### src/rtl/lsu_lane_pkg.sv
package lsu_lane_pkg;

  localparam logic [6:0] OPC_LOAD  = 7'b0000011;
  localparam logic [6:0] OPC_STORE = 7'b0100011;

  typedef enum logic [1:0] {
    SZ_BYTE = 2'd0,
    SZ_HALF = 2'd1,
    SZ_WORD = 2'd2,
    SZ_NONE = 2'd3
  } accSize_e;

  typedef struct packed {
    logic     doLoad;
    logic     doStore;
    logic     misalign;
    accSize_e size;
    logic     zeroExt;
  } laneCtrl_t;

endpackage

### src/rtl/lsu_lane_ctrl.sv
module lsu_lane_ctrl
  import lsu_lane_pkg::*;
#(
  parameter int LANE_W = 2
) (
  input  logic              reqValid,
  input  logic [6:0]        opcode,
  input  logic [2:0]        funct3,
  input  logic [LANE_W-1:0] addrLow,
  output logic              immSelStore,
  output laneCtrl_t         ctrl
);

  logic     isLoad;
  logic     isStore;
  accSize_e ldSize;
  accSize_e stSize;
  accSize_e reqSize;
  logic     legal;
  logic     badAlign;

  assign isLoad      = reqValid && (opcode == OPC_LOAD);
  assign isStore     = reqValid && (opcode == OPC_STORE);
  assign immSelStore = (opcode == OPC_STORE);

  always_comb begin
    ldSize = SZ_NONE;
    unique case (funct3)
      3'b000, 3'b100: ldSize = SZ_BYTE;
      3'b001, 3'b101: ldSize = SZ_HALF;
      3'b010:         ldSize = SZ_WORD;
      default:        ldSize = SZ_NONE;
    endcase
  end

  always_comb begin
    stSize = SZ_NONE;
    unique case (funct3)
      3'b000:  stSize = SZ_BYTE;
      3'b001:  stSize = SZ_HALF;
      3'b010:  stSize = SZ_WORD;
      default: stSize = SZ_NONE;
    endcase
  end

  assign reqSize = isStore ? stSize : ldSize;
  assign legal   = (isLoad || isStore) && (reqSize != SZ_NONE);

  always_comb begin
    badAlign = 1'b0;
    if (reqSize == SZ_HALF) badAlign = addrLow[0];
    else if (reqSize == SZ_WORD) badAlign = |addrLow;
  end

  always_comb begin
    ctrl.doLoad   = isLoad && legal && !badAlign;
    ctrl.doStore  = isStore && legal && !badAlign;
    ctrl.misalign = legal && badAlign;
    ctrl.size     = legal ? reqSize : SZ_NONE;
    ctrl.zeroExt  = funct3[2];
  end

endmodule

### src/rtl/lsu_lane_datapath.sv
module lsu_lane_datapath
  import lsu_lane_pkg::*;
#(
  parameter int ADDR_W = 32,
  parameter int DATA_W = 32,
  parameter int IMM_W  = 12
) (
  input  logic              clk,
  input  logic              rstN,
  input  laneCtrl_t         ctrl,
  input  logic              immSelStore,
  input  logic [6:0]        immHi,
  input  logic [4:0]        immLoadLo,
  input  logic [4:0]        immStoreLo,
  input  logic [ADDR_W-1:0] rs1Val,
  input  logic [DATA_W-1:0] rs2Val,
  input  logic [DATA_W-1:0] memRdata,
  output logic [$clog2(DATA_W/8)-1:0] addrLow,
  output logic [ADDR_W-1:0] memAddr,
  output logic [DATA_W/8-1:0] memBe,
  output logic [DATA_W-1:0] memWdata,
  output logic              loadValid,
  output logic [DATA_W-1:0] loadData
);

  localparam int LANES  = DATA_W / 8;
  localparam int LANE_W = $clog2(LANES);
  localparam int HALF_W = DATA_W / 2;

  // Address generation
  logic [IMM_W-1:0]  immRaw;
  logic [ADDR_W-1:0] immExt;
  logic [ADDR_W-1:0] effAddr;

  assign immRaw  = {immHi, immSelStore ? immStoreLo : immLoadLo};
  assign immExt  = {{(ADDR_W-IMM_W){immRaw[IMM_W-1]}}, immRaw};
  assign effAddr = rs1Val + immExt;
  assign addrLow = effAddr[LANE_W-1:0];
  assign memAddr = {effAddr[ADDR_W-1:LANE_W], {LANE_W{1'b0}}};

  // Store lanes: strobe and replicated data per byte lane
  for (genvar g = 0; g < LANES; g++) begin : gStoreLane
    localparam logic [LANE_W-1:0] LaneIdx = LANE_W'(g);
    logic       beLane;
    logic [7:0] dataLane;

    always_comb begin
      beLane   = 1'b0;
      dataLane = 8'h00;
      if (ctrl.doStore) begin
        unique case (ctrl.size)
          SZ_BYTE: begin
            beLane   = (addrLow == LaneIdx);
            dataLane = rs2Val[7:0];
          end
          SZ_HALF: begin
            beLane   = (addrLow[LANE_W-1] == LaneIdx[LANE_W-1]);
            dataLane = rs2Val[8*(g%2) +: 8];
          end
          SZ_WORD: begin
            beLane   = 1'b1;
            dataLane = rs2Val[8*g +: 8];
          end
          default: begin
            beLane   = 1'b0;
            dataLane = 8'h00;
          end
        endcase
      end
    end

    assign memBe[g]          = beLane;
    assign memWdata[8*g +: 8] = dataLane;
  end

  // Load request tag, aligned with the memory word one cycle later
  logic              pendValid;
  logic [LANE_W-1:0] pendLane;
  accSize_e          pendSize;
  logic              pendZero;

  always_ff @(posedge clk) begin
    if (!rstN) begin
      pendValid <= 1'b0;
      pendLane  <= '0;
      pendSize  <= SZ_NONE;
      pendZero  <= 1'b0;
    end else begin
      pendValid <= ctrl.doLoad;
      if (ctrl.doLoad) begin
        pendLane <= addrLow;
        pendSize <= ctrl.size;
        pendZero <= ctrl.zeroExt;
      end
    end
  end

  // Load extraction
  logic [7:0]        rdByte [LANES];
  logic [7:0]        selByte;
  logic [HALF_W-1:0] selHalf;
  logic [DATA_W-1:0] extWord;

  for (genvar g = 0; g < LANES; g++) begin : gLoadLane
    assign rdByte[g] = memRdata[8*g +: 8];
  end

  assign selByte = rdByte[pendLane];
  assign selHalf = pendLane[LANE_W-1] ? memRdata[DATA_W-1:HALF_W] : memRdata[HALF_W-1:0];

  always_comb begin
    unique case (pendSize)
      SZ_BYTE: extWord = {{(DATA_W-8){!pendZero && selByte[7]}}, selByte};
      SZ_HALF: extWord = {{(DATA_W-HALF_W){!pendZero && selHalf[HALF_W-1]}}, selHalf};
      default: extWord = memRdata;
    endcase
  end

  assign loadValid = pendValid;
  assign loadData  = pendValid ? extWord : '0;

endmodule

### src/rtl/lsu_lane_unit.sv
module lsu_lane_unit
  import lsu_lane_pkg::*;
#(
  parameter int ADDR_W = 32,
  parameter int DATA_W = 32
) (
  input  logic              clk,
  input  logic              rstN,
  input  logic              reqValid,
  input  logic [6:0]        opcode,
  input  logic [2:0]        funct3,
  input  logic [6:0]        immHi,
  input  logic [4:0]        immLoadLo,
  input  logic [4:0]        immStoreLo,
  input  logic [ADDR_W-1:0] rs1Val,
  input  logic [DATA_W-1:0] rs2Val,
  input  logic [DATA_W-1:0] memRdata,
  output logic [ADDR_W-1:0] memAddr,
  output logic              memRe,
  output logic              memWe,
  output logic [DATA_W/8-1:0] memBe,
  output logic [DATA_W-1:0] memWdata,
  output logic              misaligned,
  output logic              loadValid,
  output logic [DATA_W-1:0] loadData
);

  localparam int LANE_W = $clog2(DATA_W / 8);

  laneCtrl_t         ctrl;
  logic              immSelStore;
  logic [LANE_W-1:0] addrLow;

  lsu_lane_ctrl #(.LANE_W(LANE_W)) u_ctrl (
    .reqValid    (reqValid),
    .opcode      (opcode),
    .funct3      (funct3),
    .addrLow     (addrLow),
    .immSelStore (immSelStore),
    .ctrl        (ctrl)
  );

  lsu_lane_datapath #(.ADDR_W(ADDR_W), .DATA_W(DATA_W)) u_datapath (
    .clk         (clk),
    .rstN        (rstN),
    .ctrl        (ctrl),
    .immSelStore (immSelStore),
    .immHi       (immHi),
    .immLoadLo   (immLoadLo),
    .immStoreLo  (immStoreLo),
    .rs1Val      (rs1Val),
    .rs2Val      (rs2Val),
    .memRdata    (memRdata),
    .addrLow     (addrLow),
    .memAddr     (memAddr),
    .memBe       (memBe),
    .memWdata    (memWdata),
    .loadValid   (loadValid),
    .loadData    (loadData)
  );

  assign memRe      = ctrl.doLoad;
  assign memWe      = ctrl.doStore;
  assign misaligned = ctrl.misalign;

endmodule

### config.mk
export PLATFORM = sky130hd
export DESIGN_NAME = lsu_lane_unit
export DESIGN_NICKNAME = d
export VERILOG_FILES = /design/src/rtl/lsu_lane_pkg.sv /design/src/rtl/lsu_lane_ctrl.sv /design/src/rtl/lsu_lane_datapath.sv /design/src/rtl/lsu_lane_unit.sv
export SDC_FILE = /design/constraint.sdc
export NUM_CORES = 1
export LEC_CHECK = 0
export BUFFER_PORTS_ARGS = -buffer_cell sky130_fd_sc_hd__buf_2
export CORE_ASPECT_RATIO = 1.2
export CORE_MARGIN = 2
export CORE_UTILIZATION = 45
export DETAILED_ROUTE_END_ITERATION = 8
export PLACE_DENSITY_LB_ADDON = 0.12
export SYNTH_ARGS = -nofsm -noshare
export SYNTH_HDL_FRONTEND = slang
export SYNTH_SLANG_ARGS = --single-unit
### constraint.sdc
create_clock -name clk -period 4.15 [get_ports clk]
set_input_delay 0.2075 -clock clk [delete_from_list [all_inputs] [get_ports clk]]
set_output_delay 0.2075 -clock clk [all_outputs]
set_load 0.1 [all_outputs]
==> flow_metrics.env, run 1 <==
export IMPL_gp_congestion=0.9755
export IMPL_grt_pass1_wl_mm=21.43
export IMPL_ant_nets=0
export IMPL_drt_initial_drc_count=194
export IMPL_rsz0062_at_grt="no"
export IMPL_start_util=0.4620
export IMPL_finalHoldViolCount=0
export IMPL_worstSetupPathType="input pin to output port"
export IMPL_tightestPinTransition_ps=884.6
export IMPL_p_clk_frac=0.072
export IMPL_synth_area_per_cell_um2=6.593
export IMPL_clock_latency_ps=220
export IMPL_synth_ff_type="dfxtp_1"
export IMPL_die_area_um2=9025
export IMPL_report_final_slew_viol_count=0
export IMPL_cts_tree="built"
export IMPL_status="completed"
export IMPL_cts_resized=0
export IMPL_clockBufferDepth=2
export IMPL_grt_total_usage=0.2819
export IMPL_ys_ff_latch=6
export IMPL_hpwlAfterDp_mm=11.30
export IMPL_cts_clk_slew_worst_paths_ps=40
export IMPL_synthArstFlopShare=0
export IMPL_p_sw_uw=809.3
export IMPL_maxCapViolCount=0
export IMPL_numPortBuffers=227
export IMPL_internal_power_uw=396.0
export IMPL_cts_root_buf="clkbuf_8"
export IMPL_p_leak_uw=0.002539
export IMPL_grt_overflow=0
export IMPL_arrival_ps=3650
export IMPL_critPathCaptureType="output port"
export IMPL_ys_top_cells_by_area="a21oi_1 12%, ha_1 11%, nand2_1 6.1%"
export IMPL_critPathSlowestCell="buf_2"
export IMPL_clock_fmax_mhz=259.3
export IMPL_skew_ps=0
export IMPL_via_per_inst=5.800
export IMPL_setup_violations_final=0
export IMPL_placedCellCount=849
export IMPL_layout_nets=920
export IMPL_worstPathMaxFanout=5
export IMPL_fp_dieW_um=87.06
export IMPL_cp_slowest_stage_delay_ps=470
export IMPL_fillers=736
export IMPL_cpMostUsedCell="buf_2"
export IMPL_ff2ff_setup_slack_ps=2800
export IMPL_grt_max_degree=28
export IMPL_fp_dieH_um=103.7
export IMPL_synth_cells=565
export IMPL_most_common_layout_cells="213 x buf_2, 70 x a21oi_1, 61 x nand2_1"
export IMPL_pin_count=230
export IMPL_startpoint_type="input pin"
export IMPL_vias=4947
export IMPL_wirelength_mm=13.55
export IMPL_power_total_uw=1205
export IMPL_antenna_found_initial=1
export IMPL_ys_types=77
export IMPL_postCtsHoldBufs=0
export IMPL_clock_sinks=6
export IMPL_num_rows=36
export IMPL_worst_slew_margin_rel=0.4095
export IMPL_yosysWarnings=0
export IMPL_synth_edf_count=0
export IMPL_cts_buffers=3
export IMPL_area_delta_synth_final_pct=43.00
export IMPL_seqPwrFrac=0.048
export IMPL_h_tree_depth=1
export IMPL_layout_drive_gt1_share=0.4016
export IMPL_required_ps=3940
export IMPL_cp_top_family="compound AO/OA/AOI/OAI gates"
export IMPL_post_cts_buffers=0
export IMPL_mostFrequentLayoutCell="buf_2"
export IMPL_pwr_share_comb=0.880
export IMPL_synth_area_um2=3725
export IMPL_drt_pass1_iterations=4
export IMPL_grt_pass1_vias=4605
export IMPL_synth_top_area_share=0.1169
export IMPL_drc=0
export IMPL_fin_cells=853
export IMPL_switching_share=0.6714
export IMPL_finalCriticalPeriod_ps=3857
export IMPL_crit_path_cell_trace="buf_2 > and4bb_2 > nand3_1 > mux2_2 > ha_1 > fa_1 > a21o_1 > a221oi_1 > nor3_1 > o21ai_0 > nand4_1 > o311ai_2 > buf_2"
export IMPL_peakVddDrop_v=0.0003755
export IMPL_timing_final_crit_share=0.9295
export IMPL_hold_path_class="input pin to register"
export IMPL_path_buf_inv=2
export IMPL_synth_seq_area_share=0.03225
export IMPL_core_um2=8063
export IMPL_power_density_nw_per_um2=226.3
export IMPL_synth_top_area_cell="a21oi_1"
export IMPL_routedWlPerCell_um=15.89
path summary, 6_finish.rpt:
| path | from | end | cells after the start |
|---|---|---|---|
| min reg2reg | u_datapath.pendZero | u_datapath.pendZero | 2 |
| max | opcode[2] | memAddr[18] | 13 |
| min | rstN | u_datapath.pendSize[1] | 2 |
| max reg2reg | u_datapath.pendSize[1] | u_datapath.pendSize[1] | 3 |
cells by family after synthesis:
group	share of synthesized area
DFF	0.03225
xor gates and xnor gates	0.05878
and+or+nand+nor	0.2751
AOI/OAI and AO/OA	0.3709
adders and majority gates	0.1196
buffers and inverters	0.09237
other	0.001007
muxes	0.05005
power groups by stage:
stage                     clock [µW]  combinational [µW]  sequential [µW]
after floorplan                    0                 825             59.0
after global placement             0                1050             59.1
after detailed placement           0                1060             59.1
after CTS                       87.6                1060             58.3
after global routing            89.1                1120             58.3
final                           86.9                1060             58.3
per-stage QoR:
stage	area [µm²]	hold slack, ps	util	worst slack [ps]	TNS [ps]
floorplan	4016	269.4	-	-338.5	-669.9
global route	5326	207.0	0.6606	36.93	0
CTS	5324	197.1	0.6603	317.6	0
global placement	5283	418.4	0.6552	454.2	0
detailed placement	5283	428.9	0.6552	324.3	0
finish	5326	197.7	0.6606	292.7	0
worst reg2reg max path: stages (launching register included):
cell and delay, ps:
dfxtp_1 890, nor2_1 110, a31o_2 240, nand2_1 60
Yosys cell counts (9+ instances only):
cell type  count
mux2_2        12
a21oi_1       87
a21o_1        12
nand2b_1      12
a22oi_1       17
nor2_1        44
xnor2_1       17
ha_1          34
inv_1         28
nand4_1       10
nor3_1         9
and2_1        21
o21ai_0       35
buf_2         13
nand2_1       61
clkbuf_1      16
per-layer routing:
metal	up-vias	track usage	wire [µm]
met3	21	0.04064	876
met4	0	0.05357	214
met2	177	0.5147	7034
li1	2436	-	-
met5	-	0	0
met1	2313	0.3432	5425
cell type report:
cell class,count,area (µm²),share of cell area
antenna,1,2.502,0.0004698
clock buffer,3,41.29,0.007752
inverter,28,105.1,0.01973
multi-input combinational,489,3550,0.6664
sequential,6,120.1,0.02255
tap,95,118.9,0.02232
timing repair buffer,231,1389,0.2607
state kept, by name, summed over array words and instances, names as in the netlist:
name and flops:
u_datapath.pendLane 2, u_datapath.loadValid 1, u_datapath.pendZero 1, u_datapath.pendSize 2
(Power assumes the default switching activity.)
==> run 2, diff against run 1 <==
CORE_ASPECT_RATIO = 0.6   (was 1.2)
==> flow_metrics.env, run 2 (same netlist as run 1, synthesis figures left out) <==
export IMPL_dp_slack_ps=261.0
export IMPL_core_um2=7945
export IMPL_clock_latency_ps=230
export IMPL_wirelength_mm=14.25
export IMPL_cts_root_buf="clkbuf_16"
export IMPL_cpMostUsedCell="buf_2"
export IMPL_finalHoldViolCount=0
export IMPL_report_final_slew_viol_count=0
export IMPL_num_rows=25
export IMPL_critPathSlowestCell="buf_2"
export IMPL_crit_path_cell_trace="buf_2 > and4bb_2 > nand3_1 > mux2_2 > ha_1 > fa_1 > a21o_1 > a221oi_1 > nor3_1 > o21a_1 > a21bo_2 > xor2_2 > buf_2"
export IMPL_cp_slowest_stage_delay_ps=430
export IMPL_n_antenna_cell=0
export IMPL_required_ps=3940
export IMPL_routedWlPerCell_um=16.45
export IMPL_layout_drive_gt1_share=0.4024
export IMPL_grt_overflow=0
export IMPL_worst_slack_ps=243.1
export IMPL_die_area_um2=9045
export IMPL_start_util=0.4688
export IMPL_maxCapViolCount=0
export IMPL_timing_final_crit_share=0.9414
export IMPL_gp_congestion=0.9235
export IMPL_hpwlAfterDp_mm=11.96
export IMPL_grt_total_usage=0.2905
export IMPL_clock_sinks=6
export IMPL_fin_hold_ws_ps=190.5
export IMPL_cts_tree="built"
export IMPL_pin_count=230
export IMPL_via_per_inst=5.747
export IMPL_rsz0062_at_grt="no"
export IMPL_cts_clk_slew_worst_paths_ps=30
export IMPL_clock_fmax_mhz=256.0
export IMPL_numPortBuffers=227
export IMPL_fp_dieH_um=74.47
export IMPL_ant_nets=0
export IMPL_startpoint_type="input pin"
export IMPL_cts_resized=0
export IMPL_peakVddDrop_v=0.0003443
export IMPL_status="completed"
export IMPL_worstPathMaxFanout=5
export IMPL_drt_pass1_iterations=5
export IMPL_antenna_found_initial=0
export IMPL_largest_registers="u_datapath.pendLane (2), u_datapath.pendSize (2)"
export IMPL_cts_buffers=3
export IMPL_arrival_ps=3700
export IMPL_skew_ps=0
export IMPL_finalCriticalPeriod_ps=3907
export IMPL_mostFrequentLayoutCell="buf_2"
export IMPL_drc=0
export IMPL_post_route_cell_area_um2=5351
export IMPL_grt_max_degree=28
export IMPL_drt_initial_drc_count=347
export IMPL_grt_pass1_vias=4362
export IMPL_p_leak_uw=0.002549
export IMPL_area_delta_synth_final_pct=43.67
export IMPL_clockBufferDepth=2
export IMPL_worstSetupPathType="input pin to output port"
export IMPL_grt_pass1_wl_mm=21.22
export IMPL_hold_path_class="input pin to register"
export IMPL_critPathCaptureType="output port"
export IMPL_tightestPinTransition_ps=874.3
export IMPL_setup_violations_final=0
export IMPL_fp_dieW_um=121.5
export IMPL_vias=4977
export IMPL_power_density_nw_per_um2=236.7
export IMPL_setup_tns_ps=0
export IMPL_placed_cell_area_um2=5276
export IMPL_most_common_layout_cells="215 x buf_2, 70 x a21oi_1, 61 x nand2_1"
export IMPL_h_tree_depth=1
export IMPL_postCtsHoldBufs=0
export IMPL_layout_nets=921
export IMPL_worst_slew_margin_rel=0.4163
export IMPL_post_cts_buffers=0
## run 2: cell count changes in the layout (fill, tap and decap cells not counted), sizes merged
cell	before	now
buf	231	232
diode	1	0
## run 2: metal layers
| layer | wire length (µm) | GRT usage | up-vias |
|---|---|---|---|
| li1 | - | - | 2438 |
| met1 | 6356 | 0.4063 | 2296 |
| met2 | 6502 | 0.4806 | 227 |
| met3 | 1249 | 0.04525 | 16 |
| met4 | 138 | 0.05619 | 0 |
| met5 | 0 | 0 | - |
## run 2: final timing paths
check / startpoint / end / slack, ps / depth (start not counted)
max: opcode[3] / memAddr[20] / 240 / 13
min: rstN / u_datapath.pendSize[1] / 190 / 2
max reg2reg: u_datapath.pendSize[1] / u_datapath.pendSize[1] / 2820 / 3
min reg2reg: u_datapath.pendLane[0] / u_datapath.pendLane[0] / 540 / 2
## run 2: power by group
group | switching, µW | internal [µW] | total (µW)
logic | 790 | 263 | 1050
registers | 0.117 | 58.1 | 58.2
clock network | 32.2 | 124 | 156
total | 822 | 445 | 1270
## run 2: critical path: cells and delay by family
| kind | cells | cell delay (ps) |
|---|---|---|
| AOI/OAI and AO/OA | 4 | 1160 |
| adders and majority gates | 2 | 630 |
| and+or+nand+nor | 3 | 720 |
| buffers and inverters | 2 | 530 |
| xor gates and xnor gates | 1 | 100 |
| muxes | 1 | 340 |
## run 2: metrics by stage
stage,total power [µW],instances,utilization
finish,1267,866,0.6735
global placement,1094,863,0.6641
CTS,1265,866,0.6735
global route,1326,866,0.6735
detailed placement,1103,863,0.6641
floorplan,883.7,566,-
## run 2: cell type report
class | instances | area [µm²]
Fill cell | 731 | 2594
Multi-Input combinational cell | 489 | 3550
Timing Repair Buffer | 232 | 1366
Tap cell | 108 | 135.1
Inverter | 28 | 105.1
Sequential cell | 6 | 120.1
Clock buffer | 3 | 75.07
